[src/rtl/lrs_pkg.sv]
package lrs_pkg;
    typedef enum logic [1:0] {RD_IDLE, RD_LEAD, RD_SEND} rd_state_e;
    typedef enum logic [1:0] {IG_RESET, IG_PRESET, IG_RUN} ig_state_e;
endpackage

[src/rtl/lrs_integ_ctrl.sv]
module lrs_integ_ctrl #(
    parameter int PRESET_CLKS = 22
) (
    input  logic clk,
    input  logic rst_n,
    input  logic kill,
    input  logic start_any,
    input  logic sample_any,
    output logic int_rst,
    output logic int_on,
    output logic hold_pulse,
    output logic held_valid
);
    import lrs_pkg::*;
    localparam int CW = $clog2(PRESET_CLKS + 1);

    ig_state_e state, nxt;
    logic [CW-1:0] cnt;

    always_comb begin
        nxt = state;
        if (kill)            nxt = IG_RESET;
        else if (start_any)  nxt = IG_PRESET;
        else if (sample_any) nxt = IG_RESET;
        else begin
            unique case (state)
                IG_PRESET: if (cnt == CW'(PRESET_CLKS - 1)) nxt = IG_RUN;
                default:   nxt = state;
            endcase
        end
    end

    always_ff @(posedge clk or negedge rst_n) begin
        if (!rst_n) state <= IG_RESET;
        else        state <= nxt;
    end

    always_ff @(posedge clk or negedge rst_n) begin
        if (!rst_n) begin
            cnt        <= '0;
            hold_pulse <= 1'b0;
            held_valid <= 1'b0;
        end else begin
            hold_pulse <= sample_any && !kill;
            if (kill)            held_valid <= 1'b0;
            else if (sample_any) held_valid <= 1'b1;
            if (!kill && start_any)     cnt <= '0;
            else if (state == IG_PRESET) cnt <= cnt + 1'b1;
        end
    end

    assign int_on  = (state == IG_RUN);
    assign int_rst = !int_on;
endmodule

[src/rtl/lrs_zone_map.sv]
module lrs_zone_map #(
    parameter int IDX_W     = 7,
    parameter int ZONE_PIX  = 34,
    parameter int NUM_ZONES = 3
) (
    input  logic [IDX_W-1:0]             idx,
    output logic [$clog2(NUM_ZONES)-1:0] zone
);
    localparam int ZW = $clog2(NUM_ZONES);

    logic [NUM_ZONES-1:1] past;

    for (genvar z = 1; z < NUM_ZONES; z++) begin : g_edge
        assign past[z] = (int'(idx) >= z * ZONE_PIX);
    end

    always_comb begin
        zone = '0;
        for (int k = 1; k < NUM_ZONES; k++)
            if (past[k]) zone = ZW'(k);
    end
endmodule

[src/rtl/lrs_readout_fsm.sv]
module lrs_readout_fsm #(
    parameter int NUM_PIX   = 102,
    parameter int WORD_W    = 8,
    parameter int LEAD_CLKS = 44
) (
    input  logic                       clk,
    input  logic                       rst_n,
    input  logic                       kill,
    input  logic                       read_any,
    input  logic [WORD_W-1:0]          pix_data,
    output logic                       pix_req,
    output logic [$clog2(NUM_PIX)-1:0] pix_idx,
    output logic                       busy,
    output logic                       sdout
);
    import lrs_pkg::*;
    localparam int IDX_W    = $clog2(NUM_PIX);
    localparam int LW       = $clog2(LEAD_CLKS);
    localparam int BW       = $clog2(WORD_W + 2);
    localparam int LAST_POS = WORD_W + 1;
    localparam int LAST_IDX = NUM_PIX - 1;
    localparam int REQ_AT   = LEAD_CLKS - 5;

    rd_state_e        state, nxt;
    logic [LW-1:0]    lead_cnt;
    logic [BW-1:0]    bit_pos;
    logic [IDX_W-1:0] pix_cnt;
    logic [WORD_W-1:0] shreg, nxt_word;
    logic             req_d, tx_bit;

    always_comb begin
        nxt = state;
        unique case (state)
            RD_IDLE: if (read_any) nxt = RD_LEAD;
            RD_LEAD: if (lead_cnt == LW'(LEAD_CLKS - 1)) nxt = RD_SEND;
            RD_SEND: if (bit_pos == BW'(LAST_POS) && pix_cnt == IDX_W'(LAST_IDX)) nxt = RD_IDLE;
            default: nxt = RD_IDLE;
        endcase
        if (kill) nxt = RD_IDLE;
    end

    always_ff @(posedge clk or negedge rst_n) begin
        if (!rst_n) state <= RD_IDLE;
        else        state <= nxt;
    end

    always_ff @(posedge clk or negedge rst_n) begin
        if (!rst_n) begin
            lead_cnt <= '0;
            bit_pos  <= '0;
            pix_cnt  <= '0;
            shreg    <= '0;
            nxt_word <= '0;
            req_d    <= 1'b0;
            tx_bit   <= 1'b1;
            pix_req  <= 1'b0;
            pix_idx  <= '0;
        end else begin
            pix_req <= 1'b0;
            req_d   <= pix_req;
            if (req_d) nxt_word <= pix_data;
            if (kill) begin
                tx_bit <= 1'b1;
                req_d  <= 1'b0;
            end else begin
                unique case (state)
                    RD_IDLE: begin
                        tx_bit   <= 1'b1;
                        lead_cnt <= '0;
                    end
                    RD_LEAD: begin
                        lead_cnt <= lead_cnt + 1'b1;
                        if (lead_cnt == LW'(REQ_AT)) begin
                            pix_req <= 1'b1;
                            pix_idx <= '0;
                        end
                        if (lead_cnt == LW'(LEAD_CLKS - 1)) begin
                            tx_bit  <= 1'b0;
                            bit_pos <= '0;
                            pix_cnt <= '0;
                            shreg   <= nxt_word;
                        end
                    end
                    RD_SEND: begin
                        if (bit_pos < BW'(WORD_W)) begin
                            tx_bit  <= shreg[0];
                            shreg   <= shreg >> 1;
                            bit_pos <= bit_pos + 1'b1;
                            if (bit_pos == BW'(1) && pix_cnt != IDX_W'(LAST_IDX)) begin
                                pix_req <= 1'b1;
                                pix_idx <= pix_cnt + 1'b1;
                            end
                        end else if (bit_pos == BW'(WORD_W)) begin
                            tx_bit  <= 1'b1;
                            bit_pos <= bit_pos + 1'b1;
                        end else if (pix_cnt == IDX_W'(LAST_IDX)) begin
                            tx_bit <= 1'b1;
                        end else begin
                            tx_bit  <= 1'b0;
                            bit_pos <= '0;
                            pix_cnt <= pix_cnt + 1'b1;
                            shreg   <= nxt_word;
                        end
                    end
                    default: tx_bit <= 1'b1;
                endcase
            end
        end
    end

    always_ff @(negedge clk or negedge rst_n) begin
        if (!rst_n) sdout <= 1'b1;
        else        sdout <= tx_bit;
    end

    assign busy = (state != RD_IDLE);
endmodule

[src/rtl/line_readout_seq.sv]
module line_readout_seq #(
    parameter int NUM_PIX     = 102,
    parameter int ZONE_PIX    = 34,
    parameter int NUM_ZONES   = 3,
    parameter int WORD_W      = 8,
    parameter int LEAD_CLKS   = 44,
    parameter int PRESET_CLKS = 22
) (
    input  logic                         clk,
    input  logic                         rst_n,
    input  logic                         cmd_reset,
    input  logic                         cmd_start,
    input  logic                         cmd_sample,
    input  logic                         cmd_read,
    input  logic                         cmd_abort,
    input  logic                         cmd_rdhold,
    input  logic                         cmd_rdhold_start,
    input  logic [WORD_W-1:0]            pix_data,
    output logic                         int_rst,
    output logic                         int_on,
    output logic                         hold_pulse,
    output logic                         held_valid,
    output logic                         pix_req,
    output logic [$clog2(NUM_PIX)-1:0]   pix_idx,
    output logic [$clog2(NUM_ZONES)-1:0] zone_sel,
    output logic                         busy,
    output logic                         sdout
);
    localparam int IDX_W = $clog2(NUM_PIX);

    logic kill, start_any, sample_any, read_any;

    assign kill       = cmd_reset | cmd_abort;
    assign start_any  = cmd_start | cmd_rdhold_start;
    assign sample_any = cmd_sample | cmd_rdhold | cmd_rdhold_start;
    assign read_any   = cmd_read | cmd_rdhold | cmd_rdhold_start;

    lrs_integ_ctrl #(.PRESET_CLKS(PRESET_CLKS)) u_integ (
        .clk(clk), .rst_n(rst_n), .kill(kill), .start_any(start_any),
        .sample_any(sample_any), .int_rst(int_rst), .int_on(int_on),
        .hold_pulse(hold_pulse), .held_valid(held_valid)
    );

    lrs_readout_fsm #(.NUM_PIX(NUM_PIX), .WORD_W(WORD_W), .LEAD_CLKS(LEAD_CLKS)) u_rd (
        .clk(clk), .rst_n(rst_n), .kill(kill), .read_any(read_any),
        .pix_data(pix_data), .pix_req(pix_req), .pix_idx(pix_idx),
        .busy(busy), .sdout(sdout)
    );

    lrs_zone_map #(.IDX_W(IDX_W), .ZONE_PIX(ZONE_PIX), .NUM_ZONES(NUM_ZONES)) u_zone (
        .idx(pix_idx), .zone(zone_sel)
    );
endmodule

[config.mk]
export PLATFORM = sky130hd
export DESIGN_NAME = line_readout_seq
export DESIGN_NICKNAME = d
export VERILOG_FILES = /design/src/rtl/lrs_pkg.sv /design/src/rtl/lrs_integ_ctrl.sv /design/src/rtl/lrs_zone_map.sv /design/src/rtl/lrs_readout_fsm.sv /design/src/rtl/line_readout_seq.sv
export SDC_FILE = /design/constraint.sdc
export NUM_CORES = 1
export LEC_CHECK = 0
export BUFFER_PORTS_ARGS = -buffer_cell sky130_fd_sc_hd__buf_4
export CAP_MARGIN = 40
export CORE_UTILIZATION = 58
export CTS_CLUSTER_DIAMETER = 60
export DETAILED_ROUTE_END_ITERATION = 7
export PLACE_DENSITY = 0.79
export SLEW_MARGIN = 20
export SYNTH_ARGS = -nofsm -noshare
export SYNTH_HDL_FRONTEND = slang
export SYNTH_HIERARCHICAL = 1
export SYNTH_SLANG_ARGS = --single-unit
export TNS_END_PERCENT = 10
[constraint.sdc]
create_clock -name clk -period 2.2 [get_ports clk]
set_input_delay 0.44 -clock clk [delete_from_list [all_inputs] [get_ports clk]]
set_output_delay 0.44 -clock clk [all_outputs]
set_load 0.01 [all_outputs]
==> impl_metrics.tcl, run 1 <==
set metrics [dict create \
    status "complete, but fails checks" \
    violations "negative setup slack" \
    root_buffer "clkbuf_8" \
    areaGrowthSynthToFinish_pct 16.51 \
    hold_buffers 0 \
    fin_nets 348 \
    cts_tree "done" \
    final_util 0.7158 \
    start_util 0.6144 \
    max-vdd-ir-drop_mv 0.3765 \
    drtAntennaViolNets 0 \
    fillCellCount 357 \
    power.leakage_nw 1.636 \
    worstPathCellList "buf_6" \
    clockBufferDepth 2 \
    crit_buf_inv 1 \
    drtPass1Iterations 4 \
    startpoint_type "flop" \
    routedWlPerCell_um 14.66 \
    cts.htree.levels 2 \
    cpLargestDelayFamily "flip-flops" \
    slew_headroom 0.5535 \
    drt-total-wl_um 5672 \
    ys_seq_elements 55 \
    syn-num-nets 305 \
    hold_class "input port to asynchronous set/reset pin" \
    tightest_slew_ps 669.8 \
    rows 25 \
    ys.flop_type "dfrtp_1" \
    worstPathRequired_ps 1760 \
    syn_inst 276 \
    layout_common_cells "dfrtp_1, buf_4, mux2_2, inv_1, nand2_1" \
    regToRegSetupSlack_ps 100 \
    core_area_mm2 0.004786 \
    maxCapViolations 0 \
    die-area_mm2 0.005358 \
    drive_gt1_frac 0.3031 \
    crit_type "flop to output port" \
    hpwl_um 4121 \
    syn-cell-area_mm2 0.002940 \
    avgSynthCellArea_um2 10.65 \
    synth_cell_types 58 \
    hold_violations 0 \
    avgViaCountPerCell 5.646 \
    rsz0062_at_grt "yes" \
    skew_ps 52.29 \
    place.gp.congestion 0.8386 \
    die_y_um 73.20 \
    arrival_ps 2080 \
    clk_pin_slew_ps 110 \
    grt_max_degree 55 \
    slowest_stage "dfstp_2" \
    synth_edf_count 0 \
    r2r_start "u_rd/state[0]" \
    antenna_found_initial 0 \
    final_common_cell "dfrtp_1" \
    grt_pass1_wl_um 9597 \
    cts_buffers 5 \
    p_per_area_mw_per_mm2 646.9 \
    hold_ws_ps 250.6 \
    synth-async-reset-ratio 1.000 \
    drc 0 \
    diodes 0 \
    reg2regPathDepth 7 \
    dp_slack_ps 13.80 \
    ys.warnings.count 6 \
    endpoint_kind "output port" \
    clock-sinks 55 \
    clk_latency_ps 370 \
    drv_slew 0 \
    setup_viol 1 \
    power.total_mw 2.216 \
    place.port_buffers 32 \
    track_usage 0.2360 \
    slowest_delay_ps 520 \
    grt_pass1_vias 2087 \
    die_w_um 73.20 \
    ios 33 \
    vias 2185 \
    crit_fanout 1 \
    timing.final.ws_setup_ps -316.8 \
    ys_seq_area_frac 0.4689 \
    grt_overflow_total 0 \
    drt_iter0_markers 158 \
    r2r-end "u_rd/shreg[2]" \
]
## worst max-delay path by stage
| stage | slack, ps | startpoint | cells after the start | endpoint |
|---|---|---|---|---|
| floorplan | 130 | cmd_abort | 5 | u_rd/shreg[1] |
| global placement | 60 | u_rd/sdout | 1 | sdout |
| detailed placement | 10 | cmd_abort | 7 | u_rd/shreg[2] |
| CTS | -330 | u_rd/sdout | 1 | sdout |
| global route | -360 | u_rd/sdout | 1 | sdout |
| finish | -320 | u_rd/sdout | 1 | sdout |
## state kept, by name (all words and copies together), names as in the netlist, 2 cells and up
| register | cells |
|---|---|
| u_integ/state | 2 |
| u_rd/nxt_word | 8 |
| u_rd/pix_idx | 7 |
| u_rd/pix_cnt | 7 |
| u_rd/lead_cnt | 6 |
| u_rd/shreg | 8 |
| u_rd/state | 2 |
| u_integ/cnt | 5 |
| u_rd/bit_pos | 4 |
## cell usage after synthesis (7+ instances only)
library cell / number / area share
nor3_1: 8 / 0.014
ha_1: 12 / 0.051
a21oi_1: 11 / 0.019
o21ai_0: 14 / 0.024
mux2_2: 23 / 0.088
clkbuf_1: 7 / 0.0089
inv_1: 20 / 0.026
or3_1: 7 / 0.015
nand2b_1: 8 / 0.017
nor2_1: 12 / 0.015
dfrtp_1: 53 / 0.45
nand2_1: 20 / 0.026
## power breakdown
group / leakage, nW / internal, mW / switching (mW)
Sequential: 0.744 / 1.10 / 0.104
Clock: 0.0563 / 0.240 / 0.360
Combinational: 0.836 / 0.204 / 0.213
## per-stage QoR
step	setup TNS, ps	std cells	area (um^2)
after global routing	-357.0	387	3426
after floorplan	0	276	2940
after CTS	-326.1	387	3418
final	-316.8	387	3426
after global placement	0	379	3319
after detailed placement	0	379	3319
## metal layers
layer	GRT usage	share of wire
met1	0.3215	0.47
met2	0.3786	0.49
met3	0.04834	0.033
met4	0.07625	0.0099
met5	0	0
## cell families after synthesis
| logic type | count (synthesis) | share of synthesized area |
|---|---|---|
| mux | 33 | 0.1315 |
| flops | 55 | 0.4689 |
| buf+inv | 29 | 0.04000 |
| compound gates | 56 | 0.1285 |
| xor+xnor | 4 | 0.01192 |
| simple gates | 87 | 0.1681 |
| fa+ha+maj | 12 | 0.05106 |
## final cells by class
cell class / instances / area [um^2] / area share
Clock buffer: 5 / 68.82 / 0.02009
Tap cell: 67 / 83.83 / 0.02447
Clock inverter: 4 / 30.03 / 0.008766
Timing Repair Buffer: 45 / 341.6 / 0.09971
Inverter: 19 / 71.32 / 0.02082
Sequential cell: 55 / 1379 / 0.4025
Multi-Input combinational cell: 192 / 1451 / 0.4237
## what timing repair did
item / CTS / global route
resized for setup: 1 / 3
pin swaps: 0 / 0
setup endpoints to repair: 1 / 13
setup buffers: 0 / 0
Note: power is estimated with default switching activity, not from simulation.
==> run 2, diff against run 1 <==
--- a/config.mk
+++ b/config.mk
@@ -7,10 +7,10 @@
 export LEC_CHECK = 0
 export BUFFER_PORTS_ARGS = -buffer_cell sky130_fd_sc_hd__buf_4
 export CAP_MARGIN = 40
-export CORE_UTILIZATION = 58
+export CORE_UTILIZATION = 63
 export CTS_CLUSTER_DIAMETER = 60
 export DETAILED_ROUTE_END_ITERATION = 7
-export PLACE_DENSITY = 0.79
+export PLACE_DENSITY = 0.85
 export SLEW_MARGIN = 20
 export SYNTH_ARGS = -nofsm -noshare
 export SYNTH_HDL_FRONTEND = slang
==> constraint.sdc (replaced) <==
create_clock -name clk -period 2.9 [get_ports clk]
set_input_delay 0.58 -clock clk [delete_from_list [all_inputs] [get_ports clk]]
set_output_delay 0.58 -clock clk [all_outputs]
set_load 0.01 [all_outputs]
==> run 2 against run 1 <==
Against the previous run: the run still ends with negative setup slack left; first-iteration DRC count is 27% higher; routed wire length is 3.9% lower; clock power is 12% lower; cell count is 6.7% lower; critical path type unchanged; sequential cell count stayed put; non-clock buffer count is 11 lower; sequential power is 24% lower; via count is 2.0% lower; power is 21% lower.
==> impl_metrics.tcl, run 2 (synthesis gave the netlist of run 1 again) <==
set metrics [dict create \
    track_usage 0.2402 \
    cts_tree "done" \
    worstPathRequired_ps 2320 \
    clock-sinks 55 \
    place.gp.congestion 0.8908 \
    ios 33 \
    place.port_buffers 32 \
    final_util 0.7582 \
    setup_viol 1 \
    worstPathCellList "buf_6" \
    diodes 0 \
    cts.htree.levels 2 \
    crit_type "flop to output port" \
    violations "negative setup slack" \
    hold_ws_ps 389.6 \
    die_y_um 70.32 \
    avgViaCountPerCell 5.934 \
    reg.largest.list "u_rd/nxt_word (8), u_rd/shreg (8)" \
    grt_overflow_total 0 \
    fin_cells 361 \
    place_inst 353 \
    drive_gt1_frac 0.2686 \
    slowest_delay_ps 510 \
    arrival_ps 2420 \
    p_per_area_mw_per_mm2 522.0 \
    hold_class "input port to asynchronous set/reset pin" \
    tightest_slew_ps 693.4 \
    drt-total-wl_um 5452 \
    timing.final.ws_setup_ps -98.57 \
    grt_pass1_vias 2025 \
    max-vdd-ir-drop_mv 0.3074 \
    startpoint_type "flop" \
    clk_pin_slew_ps 100 \
    drtPass1Iterations 4 \
    clockBufferDepth 2 \
    grt_max_degree 55 \
    fillCellCount 307 \
    antenna_found_initial 0 \
    vias 2142 \
    core_area_mm2 0.004414 \
    die-area_mm2 0.004944 \
    rows 24 \
    power.leakage_nw 1.598 \
    cts_buffers 5 \
    fin_nets 337 \
    routedWlPerCell_um 15.10 \
    final_common_cell "dfrtp_1" \
    start_util 0.6661 \
    drc 0 \
    crit_fanout 1 \
    slew_headroom 0.5338 \
    dp_slack_ps 274.4 \
    endpoint_kind "output port" \
    areaGrowthSynthToFinish_pct 13.83 \
    hold_violations 0 \
    slowest_stage "dfstp_2" \
    drtAntennaViolNets 0 \
    drt_iter0_markers 200 \
    fin_tns_setup_ps -98.57 \
    clk_latency_ps 360 \
    skew_ps 53.97 \
    hpwl_um 3871 \
    grt_pass1_wl_um 9418 \
    drv_slew 0 \
    root_buffer "clkbuf_8" \
    status "complete, but fails checks" \
    die_w_um 70.32 \
    crit_buf_inv 1 \
    layout_common_cells "dfrtp_1, buf_4, mux2_2, inv_1, nand2_1" \
    rsz0062_at_grt "yes" \
    maxCapViolations 0 \
    cpLargestDelayFamily "flip-flops" \
]
run 2: cell type report:
| cell class | count | area (um^2) | share of cell area |
|---|---|---|---|
| multi-input cells | 192 | 1444 | 0.4314 |
| flip-flops and latches | 55 | 1379 | 0.4120 |
| repair buffers | 34 | 259.0 | 0.07738 |
| clock buffers | 7 | 118.9 | 0.03551 |
| inverters | 19 | 71.32 | 0.02131 |
| well taps | 52 | 65.06 | 0.01944 |
| clock inverters | 2 | 10.01 | 0.002991 |
run 2: timing repair:
action,in CTS,in global routing
hold buffers,0,0
cloned,0,0
buffers inserted,0,0
endpoints found under the setup margin,1,1
resized for setup,1,0
run 2: worst paths after layout:
path / startpoint / end / slack (ps) / depth (start not counted)
worst min-delay path: rst_n / u_rd/lead_cnt[5] / 390 / 2
min in group clk: pix_data[5] / u_rd/nxt_word[5] / 490 / 2
worst max-delay path: u_rd/sdout / sdout / -100 / 1
worst max register to register: u_rd/state[1] / u_rd/shreg[2] / 630 / 6
worst min register to register: u_integ/held_valid / u_integ/held_valid / 510 / 2
max in group asynchronous: rst_n / u_rd/sdout / 1280 / 1
run 2: per-stage QoR:
step | power (mW) | area (um^2)
3_3_place_gp | 1.219 | 3218
5_1_grt | 1.836 | 3347
4_1_cts | 1.759 | 3347
2_1_floorplan | 1.119 | 2940
6_report | 1.747 | 3347
3_5_place_dp | 1.233 | 3218
run 2: where the power goes:
group          leakage, nW  internal (mW)  switching [mW]
clock               0.0704          0.278           0.253
sequential           0.744          0.831          0.0784
combinational        0.784          0.148           0.159
total                 1.60           1.26           0.490
run 2: per-layer routing:
| layer | vias to the layer above | share of wire | wire (um) | global-route usage |
|---|---|---|---|---|
| met5 | - | 0 | 0 | 0 |
| met4 | 0 | 0.011 | 62 | 0.07556 |
| met3 | 6 | 0.037 | 202 | 0.04618 |
| met2 | 51 | 0.50 | 2715 | 0.3937 |
| met1 | 1029 | 0.45 | 2472 | 0.3224 |
| li1 | 1056 | - | - | - |
==> run 3, diff against run 2 <==
--- a/config.mk
+++ b/config.mk
@@ -5,6 +5,7 @@
 export SDC_FILE = /design/constraint.sdc
 export NUM_CORES = 1
 export LEC_CHECK = 0
+export ABC_AREA = 1
 export BUFFER_PORTS_ARGS = -buffer_cell sky130_fd_sc_hd__buf_4
 export CAP_MARGIN = 40
 export CORE_UTILIZATION = 63
==> run 3 against run 2 <==
Against the previous run: clock skew is 1.6 ps higher; worst hold slack improved by 2.4 ps; die area rose by 4.9%; critical endpoint unchanged; non-clock buffer count down 1; the run ends with design-rule violations, negative setup slack left.
==> impl_metrics.tcl, run 3 <==
set metrics [dict create \
    routedWlPerCell_um 11.78 \
    hpwl_um 4367 \
    synthAdderAreaFrac 0.04862 \
    worstPathCellList "buf_6" \
    avgSynthCellArea_um2 7.720 \
    ys.flop_type "dfrtp_1" \
    rows 25 \
    syn_inst 400 \
    die_y_um 72.01 \
    regToRegSetupSlack_ps 890 \
    place.port_buffers 32 \
    crit_type "flop to output port" \
    timing.final.ws_setup_ps -93.84 \
    clockBufferDepth 2 \
    ios 33 \
    die-area_mm2 0.005185 \
    synth_edf_count 0 \
    comb_power_share 0.135 \
    drc 2 \
    endpoint_kind "output port" \
    synth_top_family_by_area "simple AND/OR/NAND/NOR gates" \
    clock-sinks 55 \
    status "complete, but fails checks" \
    drt-total-wl_um 5926 \
    drt_iter0_markers 94 \
    rsz0062_at_grt "yes" \
    p_per_area_mw_per_mm2 449.9 \
    synth_commonest_cells "nand2_1, dfrtp_1, inv_1, nor2_1, o21ai_0" \
    place.gp.congestion 0.8669 \
    core_area_mm2 0.004723 \
    diodes 0 \
    root_buffer "clkbuf_8" \
    drive_gt1_frac 0.1858 \
    syn-num-nets 429 \
    skew_ps 55.57 \
    fin_nets 464 \
    hold_violations 0 \
    fin_tns_setup_ps -93.84 \
    cpLargestDelayFamily "flip-flops" \
    violations "design-rule violations, negative setup slack" \
    die_w_um 72.01 \
    crit_buf_inv 1 \
    synth_area_leaders "dfrtp_1, nand2_1, inv_1" \
    r2r_start "u_rd/tx_bit" \
    crit_fanout 1 \
    arrival_ps 2410 \
    clk_pin_slew_ps 90 \
    cts_tree "done" \
    hold_class "input port to asynchronous set/reset pin" \
    drtPass1Iterations 6 \
    start_util 0.6538 \
    clk_latency_ps 360 \
    avgViaCountPerCell 5.117 \
    track_usage 0.2517 \
    synth_cell_types 36 \
    reg.largest.list "u_rd/nxt_word (8), u_rd/shreg (8)" \
    synth-async-reset-ratio 1.000 \
    syn-cell-area_mm2 0.003088 \
    tightest_slew_ps 657.6 \
    synth_top_area_cell "dfrtp_1" \
    ys_seq_area_frac 0.4465 \
    worstPathRequired_ps 2320 \
    maxCapViolations 0 \
    synth-xor-area-share 0.002836 \
    reg2regPathDepth 0 \
    antenna_found_initial 0 \
    r2r-end "u_rd/sdout" \
    cts_buffers 5 \
    slew_headroom 0.5616 \
    vias 2574 \
    slowest_delay_ps 510 \
    grt_pass1_wl_um 10300 \
    hold_buffers 0 \
    cts.htree.levels 2 \
    final_util 0.7407 \
    post_cts_buffers 0 \
    synthSimpleGateAreaFrac 0.3460 \
    setup_viol 1 \
    pwr-share-seq 0.571 \
    p_switching_uw 423.5 \
    place_inst 495 \
    max-vdd-ir-drop_mv 0.2385 \
    p_int_mw 1.150 \
    placed_area_mm2 0.003393 \
    startpoint_type "flop" \
    ys_seq_elements 55 \
    grt_overflow_total 0 \
    synth_compound_area_frac 0.08023 \
    muxShareOfSynthArea 0 \
    final_common_cell "nand2_1" \
    slowest_stage "dfstp_2" \
    fillCellCount 363 \
    synth.most_common_cell "nand2_1" \
    ys.warnings.count 6 \
    clockPowerShare 0.295 \
    fin_cells 503 \
    areaGrowthSynthToFinish_pct 13.29 \
    grt_pass1_vias 2462 \
    layout_common_cells "nand2_1, dfrtp_1, inv_1, nor2_1, buf_4" \
    drv_slew 0 \
    grt_max_degree 55 \
    power.leakage_nw 1.761 \
    synth_top_area_frac 0.4295 \
    switching_share 0.2691 \
    drtAntennaViolNets 0 \
    design_area_mm2 0.003498 \
]
[run 3: cell type report]
type / count / area, um^2 / area share
inverter: 53 / 203.9 / 0.05830
multi-input combinational: 286 / 1475 / 0.4217
sequential: 55 / 1379 / 0.3941
clock buffer: 7 / 97.59 / 0.02790
clock inverter: 2 / 7.507 / 0.002146
tap: 67 / 83.83 / 0.02396
timing repair buffer: 33 / 251.5 / 0.07189
[run 3: worst max-delay path by stage]
stage,from,endpoint,depth (start not counted)
6_report,u_rd/sdout,sdout,1
2_1_floorplan,u_rd/sdout,sdout,0
5_1_grt,u_rd/sdout,sdout,1
4_1_cts,u_rd/sdout,sdout,1
3_3_place_gp,u_rd/sdout,sdout,1
3_5_place_dp,u_rd/sdout,sdout,1
[run 3: power by group through the flow]
stage,Combinational (mW),Sequential (mW),Clock [mW]
4_1_cts,0.215,0.897,0.476
2_1_floorplan,0.139,0.900,0.00431
6_report,0.212,0.898,0.464
5_1_grt,0.246,0.907,0.505
3_5_place_dp,0.212,0.912,0.00431
3_3_place_gp,0.199,0.908,0.00431
[run 3: cell families (layout without fill, tap and decap cells)]
logic type / Yosys count / after routing
simple gates: 231 / 231
buf+inv: 59 / 95
flops: 55 / 55
compound gates: 42 / 42
fa+ha+maj: 12 / 12
xor+xnor: 1 / 1
[run 3: per-layer routing]
metal | share of wire | track usage | vias to the layer above | wire length [um]
met3 | 0.029 | 0.04583 | 10 | 174
met4 | 0.017 | 0.08932 | 0 | 102
li1 | - | - | 1321 | -
met1 | 0.46 | 0.3088 | 1201 | 2698
met2 | 0.50 | 0.4465 | 42 | 2951
met5 | 0 | 0 | - | 0
[run 3: timing repair]
item                                   CTS  global route
endpoints found under the hold margin    0             0
setup endpoints to repair                1             1
gates resized for setup                  1             0
[run 3: through the flow]
step	worst slack, ps	power, mW	hold WS, ps
4_1_cts	-96.85	1.588	430.1
3_3_place_gp	272.5	1.112	453.9
2_1_floorplan	350.4	1.043	284.4
5_1_grt	-131.0	1.657	461.6
3_5_place_dp	271.1	1.128	464.2
6_report	-93.84	1.574	392.0
